## config.mk

```make
export PLATFORM = sky130hd
export DESIGN_NAME = servo_pulse_bank
export DESIGN_NICKNAME = d
export VERILOG_FILES = /design/src/rtl/servo_pkg.sv /design/src/rtl/servo_regfile.sv /design/src/rtl/servo_frame_timer.sv /design/src/rtl/servo_channel.sv /design/src/rtl/servo_pulse_bank.sv
export SDC_FILE = /design/constraint.sdc
export NUM_CORES = 1
export LEC_CHECK = 0
export BUFFER_PORTS_ARGS = -buffer_cell sky130_fd_sc_hd__buf_2
export CAP_MARGIN = 20
export CORE_UTILIZATION = 35
export DETAILED_ROUTE_END_ITERATION = 10
export SYNTH_ARGS = -nofsm -noshare
export SYNTH_HDL_FRONTEND = slang
export SYNTH_SLANG_ARGS = --single-unit
```

## constraint.sdc

```tcl
create_clock -name clk -period 7.7 [get_ports clk]
set_clock_uncertainty 0.2 [all_clocks]
set_input_delay 0.77 -clock clk [delete_from_list [all_inputs] [get_ports clk]]
set_output_delay 0.77 -clock clk [all_outputs]
set_load 0.05 [all_outputs]
```

## src/rtl/servo_pkg.sv

```systemverilog
// Package: shared register address map for the servo pulse bank.
// Assumes: the on-time registers of all channels sit at consecutive addresses.
package servo_pkg;
    localparam int PERIOD_ADDR      = 0;  // shared frame length
    localparam int CONFIG_ADDR      = 1;  // enables and global run bit
    localparam int ONTIME_BASE_ADDR = 2;  // first channel high-time
endpackage

```

## src/rtl/servo_regfile.sv

```systemverilog
// Module: servo_regfile
// Holds the programmed frame length, the configuration word and one high-time
// per channel. It decodes writes and serves combinational reads.
// Assumes: CNT_W and NUM_CH+1 are both smaller than DATA_W.
module servo_regfile #(
    parameter int NUM_CH = 8,
    parameter int CNT_W  = 20,
    parameter int DATA_W = 32,
    parameter int ADDR_W = 4
) (
    input  logic                            clk,
    input  logic                            rst_n,
    input  logic                            wr_en,
    input  logic [ADDR_W-1:0]               wr_addr,
    input  logic [DATA_W-1:0]               wr_data,
    input  logic [ADDR_W-1:0]               rd_addr,
    output logic [DATA_W-1:0]               rd_data,
    output logic [CNT_W-1:0]                period_q,
    output logic [NUM_CH:0]                 cfg_q,
    output logic [NUM_CH-1:0][CNT_W-1:0]    on_q
);
    import servo_pkg::*;

    // Upper write-data bits are not stored anywhere.
    logic unused_wr_hi;
    assign unused_wr_hi = ^wr_data[DATA_W-1:CNT_W];

    // Purpose: capture the shared frame length.
    always_ff @(posedge clk) begin
        if (!rst_n)
            period_q <= '0;
        else if (wr_en && wr_addr == ADDR_W'(PERIOD_ADDR))
            period_q <= wr_data[CNT_W-1:0];
    end

    // Purpose: capture the per-channel enables and the global run bit.
    always_ff @(posedge clk) begin
        if (!rst_n)
            cfg_q <= '0;
        else if (wr_en && wr_addr == ADDR_W'(CONFIG_ADDR))
            cfg_q <= wr_data[NUM_CH:0];
    end

    // One high-time register for each channel.
    for (genvar g = 0; g < NUM_CH; g++) begin : g_ontime
        // Purpose: capture the high-time of channel g.
        always_ff @(posedge clk) begin
            if (!rst_n)
                on_q[g] <= '0;
            else if (wr_en && wr_addr == ADDR_W'(ONTIME_BASE_ADDR + g))
                on_q[g] <= wr_data[CNT_W-1:0];
        end
    end

    // Purpose: return the addressed register, or zero for an unmapped address.
    always_comb begin
        rd_data = '0;
        if (rd_addr == ADDR_W'(PERIOD_ADDR))
            rd_data[CNT_W-1:0] = period_q;
        else if (rd_addr == ADDR_W'(CONFIG_ADDR))
            rd_data[NUM_CH:0] = cfg_q;
        for (int i = 0; i < NUM_CH; i++) begin
            if (rd_addr == ADDR_W'(ONTIME_BASE_ADDR + i))
                rd_data[CNT_W-1:0] = on_q[i];
        end
    end
endmodule

```

## src/rtl/servo_frame_timer.sv

```systemverilog
// Module: servo_frame_timer
// The shared frame counter. It counts from 0 to period-1 while run is set and
// is held at 0 otherwise. The active period is reloaded whenever the timer is
// idle and at each frame wrap.
// Assumes: a period of 0 or 1 gives a one-tick frame.
module servo_frame_timer #(
    parameter int CNT_W = 20
) (
    input  logic             clk,
    input  logic             rst_n,
    input  logic             run,
    input  logic [CNT_W-1:0] period_new,
    output logic [CNT_W-1:0] frame_cnt,
    output logic [CNT_W-1:0] period_act,
    output logic             frame_wrap,
    output logic             load
);
    logic [CNT_W:0] cnt_inc;

    // One extra bit keeps the comparison exact at the top of the counter range.
    assign cnt_inc    = {1'b0, frame_cnt} + 1'b1;
    assign frame_wrap = run && (cnt_inc >= {1'b0, period_act});
    assign load       = !run || frame_wrap;

    // Purpose: step the frame counter and restart it at each wrap or while idle.
    always_ff @(posedge clk) begin
        if (!rst_n)
            frame_cnt <= '0;
        else if (load)
            frame_cnt <= '0;
        else
            frame_cnt <= frame_cnt + 1'b1;
    end

    // Purpose: move the staged period into use at a frame boundary.
    always_ff @(posedge clk) begin
        if (!rst_n)
            period_act <= '0;
        else if (load)
            period_act <= period_new;
    end
endmodule

```

## src/rtl/servo_channel.sv

```systemverilog
// Module: servo_channel
// One output. It keeps a working copy of its high-time and drives high while
// the shared counter is below that copy and the channel is enabled.
// Assumes: load comes from the frame timer and marks frame boundaries.
module servo_channel #(
    parameter int CNT_W = 20
) (
    input  logic             clk,
    input  logic             rst_n,
    input  logic             load,
    input  logic             enable,
    input  logic [CNT_W-1:0] on_new,
    input  logic [CNT_W-1:0] frame_cnt,
    output logic [CNT_W-1:0] on_act,
    output logic             pulse
);
    // Purpose: move the staged high-time into use at a frame boundary.
    always_ff @(posedge clk) begin
        if (!rst_n)
            on_act <= '0;
        else if (load)
            on_act <= on_new;
    end

    // Purpose: form the output level from the enable and the frame position.
    assign pulse = enable && (frame_cnt < on_act);
endmodule

```

## src/rtl/servo_pulse_bank.sv

```systemverilog
// Module: servo_pulse_bank (top)
// A bank of NUM_CH servo pulse outputs that share one frame timer. It contains
// the register file, the frame timer and one channel slice per output.
// Assumes: one clock tick is the unit for the period and for all high-times.
module servo_pulse_bank #(
    parameter int  NUM_CH = 8,
    parameter int  CNT_W  = 20,
    parameter int  DATA_W = 32,
    localparam int ADDR_W = $clog2(NUM_CH + 2)
) (
    input  logic              clk,
    input  logic              rst_n,
    input  logic              wr_en,
    input  logic [ADDR_W-1:0] wr_addr,
    input  logic [DATA_W-1:0] wr_data,
    input  logic [ADDR_W-1:0] rd_addr,
    output logic [DATA_W-1:0] rd_data,
    output logic [NUM_CH-1:0] servo_out
);
    logic [CNT_W-1:0]             period_q;
    logic [NUM_CH:0]              cfg_q;
    logic [NUM_CH-1:0][CNT_W-1:0] on_q;
    logic [NUM_CH-1:0][CNT_W-1:0] on_act;
    logic [CNT_W-1:0]             frame_cnt;
    logic [CNT_W-1:0]             period_act;
    logic                         frame_wrap;
    logic                         load;
    logic                         run;

    assign run = cfg_q[NUM_CH];

    servo_regfile #(
        .NUM_CH(NUM_CH), .CNT_W(CNT_W), .DATA_W(DATA_W), .ADDR_W(ADDR_W)
    ) u_regs (
        .clk(clk), .rst_n(rst_n), .wr_en(wr_en), .wr_addr(wr_addr),
        .wr_data(wr_data), .rd_addr(rd_addr), .rd_data(rd_data),
        .period_q(period_q), .cfg_q(cfg_q), .on_q(on_q)
    );

    servo_frame_timer #(.CNT_W(CNT_W)) u_timer (
        .clk(clk), .rst_n(rst_n), .run(run), .period_new(period_q),
        .frame_cnt(frame_cnt), .period_act(period_act),
        .frame_wrap(frame_wrap), .load(load)
    );

    // One channel slice for each output.
    for (genvar g = 0; g < NUM_CH; g++) begin : g_ch
        servo_channel #(.CNT_W(CNT_W)) u_ch (
            .clk(clk), .rst_n(rst_n), .load(load),
            .enable(run && cfg_q[g]), .on_new(on_q[g]),
            .frame_cnt(frame_cnt), .on_act(on_act[g]), .pulse(servo_out[g])
        );
    end
endmodule

```

=== After elaboration in Yosys (flattened, before gate mapping) ===
Cells that the tools add are included.

* Register bits after elaboration: 389
* Latch bits: 0
* Bits in writable memories: 0
* Memory bits (read-only): 0
* Output and inout port bits: 40
* Logic and storage cells: 93
* Memories: 0

* $add $sub $neg: 2
* Multipliers: 0
* Div/mod/pow operators: 0
* $lt $le $gt $ge: 9
* Equality and inequality tests: 18
* Shift operators: 0
* Multiplexer cells: 11
* Bitwise logic cells: 1
* Reduce and logical (&&, ||, !) cells: 32

{| class="wikitable"
|+ Operators with widths
! cell !! count
|-
| $lt 20x20->1 || 8
|-
| $mux 20 || 8
|-
| $eq 4x3->1 const B || 8
|-
| $logic_and 1x1->1 || 27
|-
| $add 20x1->21 const B || 1
|-
| $ge 21x20->1 || 1
|-
| $add 20x1->20 const B || 1
|-
| $mux 9 || 2
|-
| $eq 4x2->1 const B || 4
|-
| $eq 4x4->1 const B || 4
|-
| $mux 11 || 1
|-
| $eq 4x1->1 const B || 2
|-
| $logic_not 4->1 || 2
|-
| $reduce_or 2->1 || 1
|-
| $logic_not 1->1 || 1
|-
| $logic_or 1x1->1 || 1
|-
| $not 1->1 || 1
|}

=== Longest topological paths before layout ===
Gate-level depths: netlist (run 1).

* Word-level depth: 11
* Gate-level depth with buffers: 15

=== Cells and area by module ===
From an unflattened synthesis (run 1), not the netlist that was laid out.

* Cell total of the unflattened synthesis: 2439
* Area, all modules: 21109.0 µm²

{| class="wikitable"
|+ By module, submodules not included
! module !! times used !! cells each !! area an instance (µm²) !! seq. area each (µm²)
|-
| servo_channel || 8 || 130 || 1216.2 || 400.4
|-
| servo_regfile || 1 || 1131 || 9081.2 || 3783.6
|-
| servo_frame_timer || 1 || 260 || 2248.4 || 800.8
|-
| servo_pulse_bank || 1 || 8 || 50.0 || 0.0
|}

=== Least setup slack after synthesis (run 1) ===
Ideal clock, no wire load.

* Kind: input-to-output
* From: in rd_addr[1]
* To: out rd_data[0]
* Data arrival time: 2647 ps
* Data required time: 6730 ps
* Setup slack: 4083 ps
* Stages: 6
* Path through: clkbuf_1 > nand2b_1 > nor2_1 > buf_1 > a21oi_1 > a21oi_1

* Longest elaborated chain between the ends: 11
* Elaborated cells between the ends (all ways): 20
* Those cells by class: eq/ne (9); mux (10); reduce/logical (1)

{| class="wikitable"
|+ RTL lines
! item !! RTL line !! text
|-
| start: declaration || servo_pulse_bank.sv:16 || <nowiki>input logic [ADDR_W-1:0] rd_addr,</nowiki>
|-
| $eq 4x1->1 || servo_regfile.sv:60 || <nowiki>else if (rd_addr == ADDR_W'(CONFIG_ADDR))</nowiki>
|-
| $mux 9 || servo_regfile.sv:60 ||
|-
| $mux 9 || servo_regfile.sv:58 || <nowiki>if (rd_addr == ADDR_W'(PERIOD_ADDR))</nowiki>
|-
| $mux 20 (7 in a row) || servo_regfile.sv:63 || <nowiki>if (rd_addr == ADDR_W'(ONTIME_BASE_ADDR + i))</nowiki>
|-
| $mux 20 * || servo_regfile.sv:63 ||
|-
| end: declaration || servo_pulse_bank.sv:17 || <nowiki>output logic [DATA_W-1:0] rd_data,</nowiki>
|}

Mark *: on every way between the ends. The rest lies on a longest branch, timed or not.

=== Worst setup path after layout (run 1) ===
* From: reg u_timer.frame_cnt[2]
* To: reg g_ch[6].u_ch.on_act[15]

* Longest elaborated chain between the ends: 4

{| class="wikitable"
|+ RTL lines
! item !! RTL line !! text
|-
| start: declaration || servo_frame_timer.sv:13 || <nowiki>output logic [CNT_W-1:0] frame_cnt,</nowiki>
|-
| start signal: assignment || servo_frame_timer.sv:32 || <nowiki>frame_cnt <= frame_cnt + 1'b1;</nowiki>
|-
| $add 20x1->21 || servo_frame_timer.sv:21 || <nowiki>assign cnt_inc = {1'b0, frame_cnt} + 1'b1;</nowiki>
|-
| via u_timer.cnt_inc[15] || servo_frame_timer.sv:18 || <nowiki>logic [CNT_W:0] cnt_inc;</nowiki>
|-
| $ge 21x20->1 || servo_frame_timer.sv:22 || <nowiki>assign frame_wrap = run && (cnt_inc >= {1'b0, period_act});</nowiki>
|-
| $logic_and 1x1->1 || servo_frame_timer.sv:22 ||
|-
| $logic_or 1x1->1 || servo_frame_timer.sv:23 || <nowiki>assign load = !run || frame_wrap;</nowiki>
|-
| end signal: assignment || servo_channel.sv:22 || <nowiki>on_act <= on_new;</nowiki>
|-
| end: declaration || servo_channel.sv:14 || <nowiki>output logic [CNT_W-1:0] on_act,</nowiki>
|}

The timed path passes the listed nets, and every way through them passes these cells.
A chain may end at the register's enable or synchronous reset.

==> results.py, run 1 <==
metrics = {
    "synthesis": {
        "yosys_most_used_dff": "dfxtp_1",
        "synth_edf_count": 0,
        "yosysTopAreaCell": "dfxtp_1",
        "synth_commonest_cells": "596 x nand2_1, 389 x dfxtp_1, 213 x nand3_1",
        "syn_inst": 3080,
        "synth_top_cell_area_share": 0.314,
        "syn_avg_cell_area_um2": 8.06,
        "synth_area_leaders": "dfxtp_1 31%, nand2_1 9.0%, ha_1 8.7%, o221a_1 8.2%, o31ai_1 5.5%",
        "yosysWarnings": 0,
        "yosys.cell_count.top_type": "nand2_1",
        "netlist_area_mm2": 0.0248,
        "ys_ff_latch": 389,
        "async_flop_share": 0,
        "ys_types": 65,
        "synth_seq_area_share": 0.314,
    },
    "final_layout": {
        "area_delta_synth_final_pct": 6.97,
        "drive_above_1_share": 0.0649,
        "nets": 3129,
        "fin_area_mm2": 0.0265,
    },
    "cts": {
        "cts_sinks": 389,
        "ctsHoldBuffers": 0,
        "clk_latency_ns": 0.59,
        "cts_resized": 0,
        "clk_pin_slew_ns": 0.06,
        "clk_path_buf_depth": 3,
        "root_buffer": "clkbuf_16",
        "postCtsSetupBuffers": 0,
        "h-tree-depth": 2,
        "cts_made_buffers": 44,
        "cts_tree": "built",
    },
    "routing": {
        "vias_per_cell": 5.79,
        "wl_per_cell_um": 20.6,
        "vias": 22500,
        "drt-total-wl_um": 80200,
        "drtAntennaViolNets": 0,
        "drt_iter0_drc": 2135,
        "drc": 0,
        "drt-pass1-iter-count": 7,
    },
    "critical_path": {
        "critPathLaunchType": "flop",
        "worstSetupPathType": "flop to flop",
        "critPathMaxFanout": 48,
        "endpoint_kind": "flop",
        "cp.required_ns": 7.94,
        "worstPathArrival_ns": 5.51,
    },
    "power": {
        "irDropWorstVdd_mv": 0.134,
        "leakagePower_nw": 8.72,
        "sequentialPowerShare": 0.438,
        "swShare": 0.281,
        "power_frac_comb": 0.102,
        "cellInternalPower_mw": 3.39,
        "switchingPower_mw": 1.32,
        "clkPwrFrac": 0.460,
        "power_density_mw_per_mm2": 177,
        "totalPowerFinal_mw": 4.71,
    },
    "timing": {
        "fmax_mhz": 190,
        "timing.final.crit_share": 0.684,
        "rsz0062_at_grt": "false",
        "hold_viol_final": 0,
        "drv_slew": 0,
        "setup_viol": 0,
        "hold_slack_ns": 0.269,
        "tightestPinTransition_ns": 1.12,
        "setup_tns_ns": 0,
        "max_slew_margin": 0.254,
        "min_period_ns": 5.27,
    },
    "die": {
        "start_util": 0.354,
        "die_x_um": 268,
        "core-area_mm2": 0.0700,
        "num_io_pins": 83,
        "dieArea_mm2": 0.0720,
        "rows": 97,
        "die_y_um": 268,
    },
    "run": {
        "maxCapViolCount": 0,
    },
    "status": {
        "status": "complete, no violations",
    },
    "global_routing": {
        "grt_max_degree": 244,
        "antenna_found_initial": 6,
        "grt_pass1_vias": 20200,
        "grt_first_pass_wirelength_um": 123000,
        "overflow": 0,
        "grt_usage": 0.221,
    },
    "worst_hold_path": {
        "min_path_type": "flop to flop",
    },
    "placed_design": {
        "dpl_cell_area_mm2": 0.0251,
        "port_buffers": 58,
        "dpl.hpwl_um": 51700,
        "routabilityCongestion": 0.830,
    },
}
layout by cell type (no fill, tap or decap), drive strengths merged, types with 10 or more instances in the layout:
cell type  count
o221a        180
a22oi         25
nor2          34
a21boi       189
mux2i         26
clkbuf        64
a21o          33
nand4        199
nand3        214
dfxtp        389
a21oi         61
nand2        597
o21ai         53
ha           173
a211oi        19
nor3          10
nor2b         41
xnor2         12
o31ai        181
nand2b        18
o21a          10
conb          12
buf          103
inv          178
through the flow:
step | util | worst slack [ns] | instances
2_1_floorplan | - | 4.08 | 3091
3_3_place_gp | 0.358 | 2.53 | 3807
3_5_place_dp | 0.358 | 2.49 | 3807
4_1_cts | 0.379 | 2.47 | 3883
5_1_grt | 0.379 | 2.21 | 3883
6_report | 0.379 | 2.43 | 3884
critical path, stage by stage (launching register included):
cell and delay (ns):
dfxtp_1 0.90, and4_1 0.37, nand2b_1 0.13, nor3_1 0.57
nand4_1 0.19, xnor2_1 0.19, ha_1 0.32, and4_1 0.27
a311oi_2 0.48, o211a_4 0.74, buf_4 0.57, o31ai_1 0.14
path summary, 6_finish.rpt:
check	startpoint	endpoint	slack [ns]	cells after the start
setup / recovery	u_timer.frame_cnt[2]$_SDFF_PP0_	g_ch[6].u_ch.on_act[15]$_SDFFE_PN0P_	2.43	11
hold / removal	u_regs.on_q[66]$_SDFFE_PN0P_	u_regs.on_q[66]$_SDFFE_PN0P_	0.27	2
setup reg to reg	u_timer.frame_cnt[2]$_SDFF_PP0_	g_ch[6].u_ch.on_act[15]$_SDFFE_PN0P_	2.43	11
hold reg to reg	u_regs.on_q[66]$_SDFFE_PN0P_	u_regs.on_q[66]$_SDFFE_PN0P_	0.27	2
sequential cells by signal, summed over array words and instances (netlist names):
register            flops
u_timer.frame_cnt      20
u_regs.cfg_q            9
u_regs.period_q        20
u_regs.on_q           160
g_ch.u_ch.on_act      160
u_timer.period_act     20
metal layers:
layer | global-route usage | wire length, µm | up-vias
met3 | 0.0279 | 4780 | 129
met5 | 0 | 65 | -
met4 | 0.0627 | 2280 | 10
met1 | 0.307 | 36900 | 10700
li1 | - | - | 10900
met2 | 0.355 | 36200 | 696
cell type report:
| class | count | area [µm²] |
|---|---|---|
| clock buffers | 64 | 1320 |
| diodes | 1 | 2.50 |
| fillers | 7225 | 43500 |
| inverters | 176 | 661 |
| repair buffers | 103 | 726 |
| flip-flops and latches | 389 | 7790 |
| well taps | 940 | 1180 |
| clock inverters | 12 | 125 |
| multi-input cells | 2199 | 14700 |
power groups by stage:
| stage | sequential [mW] | clock (mW) | combinational, mW |
|---|---|---|---|
| final | 2.06 | 2.17 | 0.480 |
| after global placement | 2.10 | 0 | 0.470 |
| after detailed placement | 2.10 | 0 | 0.473 |
| after CTS | 2.06 | 2.20 | 0.473 |
| after floorplan | 2.10 | 0 | 0.334 |
| after global routing | 2.06 | 2.27 | 0.510 |
kinds of logic (layout without fill, tap and decap cells):
kind of cell               after synthesis  after routing  synth area share
other                                    1             13          0.000151
buffers and inverters                  503            355            0.0970
muxes                                   28             28            0.0114
AOI/OAI and AO/OA                      809            809             0.263
DFF                                    389            389             0.314
xor gates and xnor gates                18             18           0.00635
adders and majority gates              173            173            0.0872
and+or+nand+nor                       1159           1159             0.221
No activity file was read; power rests on OpenSTA's default activity.
==> inputs of run 2 (changes only) <==
==> constraint.sdc (replaced) <==
create_clock -name clk -period 4.5 [get_ports clk]
set_clock_uncertainty 0.2 [all_clocks]
set_input_delay 0.45 -clock clk [delete_from_list [all_inputs] [get_ports clk]]
set_output_delay 0.45 -clock clk [all_outputs]
set_load 0.05 [all_outputs]
==> results.py, run 2 (synthesized netlist as in run 1, its figures left out) <==
metrics = {
    "routing": {
        "drc": 0,
        "drt-total-wl_um": 82500,
        "drt-pass1-iter-count": 7,
        "wl_per_cell_um": 20.8,
        "vias_per_cell": 5.78,
        "vias": 22900,
        "drtAntennaViolNets": 0,
        "drt_iter0_drc": 2151,
    },
    "critical_path": {
        "crit_buf_inv": 1,
        "critPathLaunchType": "flop",
        "cp.required_ns": 3.85,
        "worstSetupPathType": "flop to primary output",
        "cp_slowest_stage_delay_ns": 0.75,
        "worstPathArrival_ns": 3.46,
        "crit_family": "compound AO/OA/AOI/OAI gates",
        "endpoint_kind": "primary output",
        "slowest_stage": "dfxtp_1",
        "critPathMaxFanout": 11,
        "crit_chain": "ha_1, nor2b_1, o21ai_0, and3_1, o21ai_1, a21oi_1, buf_2",
    },
    "timing": {
        "drv_slew": 0,
        "tightestPinTransition_ns": 1.01,
        "rsz0062_at_grt": "false",
        "setup_viol": 0,
        "timing.final.crit_share": 0.913,
        "timing.final.ws_setup_ns": 0.391,
        "min_period_ns": 4.11,
        "setup_tns_ns": 0,
        "fmax_mhz": 243,
        "hold_slack_ns": 0.0549,
        "hold_viol_final": 0,
        "max_slew_margin": 0.323,
    },
    "worst_hold_path": {
        "min_path_type": "input port to flop",
    },
    "placed_design": {
        "dpl.hpwl_um": 56600,
        "dp_slack_ns": 0.652,
        "port_buffers": 58,
        "dpl_cell_area_mm2": 0.0260,
        "routabilityCongestion": 0.844,
    },
    "die": {
        "start_util": 0.354,
        "num_io_pins": 83,
        "dieArea_mm2": 0.0720,
        "rows": 97,
        "die_x_um": 268,
        "die_y_um": 268,
        "core-area_mm2": 0.0700,
    },
    "cts": {
        "cts_sinks": 389,
        "clk_latency_ns": 0.59,
        "root_buffer": "clkbuf_16",
        "clk_path_buf_depth": 3,
        "postCtsSetupBuffers": 0,
        "h-tree-depth": 2,
        "clk_pin_slew_ns": 0.06,
        "cts_resized": 0,
        "cts_tree": "built",
        "cts_made_buffers": 46,
    },
    "global_routing": {
        "grt_first_pass_wirelength_um": 126000,
        "grt_usage": 0.226,
        "overflow": 0,
        "grt_max_degree": 134,
        "grt_pass1_vias": 20500,
        "antenna_found_initial": 5,
    },
    "final_layout": {
        "drive_above_1_share": 0.0871,
        "fin_area_mm2": 0.0276,
        "reg_top3": "g_ch.u_ch.on_act (160), u_regs.on_q (160)",
        "area_delta_synth_final_pct": 11.1,
        "layout_commonest_cell": "nand2_1",
        "nets": 3203,
        "layout_common_cells": "596 x nand2_1, 389 x dfxtp_1, 212 x nand3_1",
    },
    "run": {
        "maxCapViolCount": 0,
    },
    "power": {
        "leakagePower_nw": 9.25,
        "irDropWorstVdd_mv": 0.285,
        "power_density_mw_per_mm2": 303,
    },
    "status": {
        "status": "complete, no violations",
    },
}
## run 2: timing repair
action | in CTS | in global routing
endpoints found under the setup margin | 0 | 0
endpoints found under the hold margin | 12 | 0
hold buffers | 2 | 0
## run 2: worst paths after layout
| kind | depth (start not counted) | end | startpoint | slack (ns) |
|---|---|---|---|---|
| setup / recovery | 7 | servo_out[0] | u_timer.frame_cnt[14]$_SDFF_PP0_ | 0.39 |
| hold / removal | 3 | u_regs.on_q[29]$_SDFFE_PN0P_ | wr_data[9] | 0.05 |
| setup reg to reg | 14 | g_ch[2].u_ch.on_act[2]$_SDFFE_PN0P_ | u_timer.frame_cnt[1]$_SDFF_PP0_ | 0.61 |
| hold reg to reg | 2 | u_regs.on_q[21]$_SDFFE_PN0P_ | u_regs.on_q[21]$_SDFFE_PN0P_ | 0.27 |
## run 2: through the flow
step / util / power, mW / std cells
detailed placement: 0.372 / 4.52 / 3877
global route: 0.394 / 8.61 / 3960
global placement: 0.371 / 4.52 / 3876
CTS: 0.394 / 8.40 / 3960
floorplan: - / 4.16 / 3091
finish: 0.394 / 8.35 / 3964
## run 2: routing by layer
| layer | track usage | wire (µm) |
|---|---|---|
| met1 | 0.309 | 37400 |
| met4 | 0.0961 | 3540 |
| met2 | 0.353 | 36400 |
| met3 | 0.0355 | 5140 |
| met5 | 0 | 13 |
## run 2: layout make-up
| class | instances | area (µm²) |
|---|---|---|
| diodes | 4 | 10.0 |
| clock buffers | 70 | 1390 |
| clock inverters | 11 | 138 |
| fillers | 7086 | 42400 |
| inverters | 176 | 661 |
| multi-input cells | 2199 | 14700 |
| flip-flops and latches | 389 | 7790 |
| well taps | 940 | 1180 |
| repair buffers | 175 | 1670 |
## run 2: report_power, final
| group | leakage, nW | internal, mW | total (mW) | switching, mW |
|---|---|---|---|---|
| clock network | 0.759 | 2.30 | 3.89 | 1.59 |
| logic | 5.35 | 0.256 | 0.941 | 0.685 |
| registers | 3.14 | 3.49 | 3.52 | 0.0363 |
## run 2: worst reg2reg max path, stage by stage (launching register included)
cell and delay, ns:
dfxtp_1 0.43, ha_1 0.25, nand3_2 0.17, nor4_4 0.47, nand3_1 0.16, xnor2_1 0.23, ha_1 0.28, a211oi_1 0.21
nor2_1 0.09, a311oi_2 0.41, o211ai_4 0.16, buf_12 0.19, buf_4 0.24, o221a_1 0.26, o31ai_1 0.07
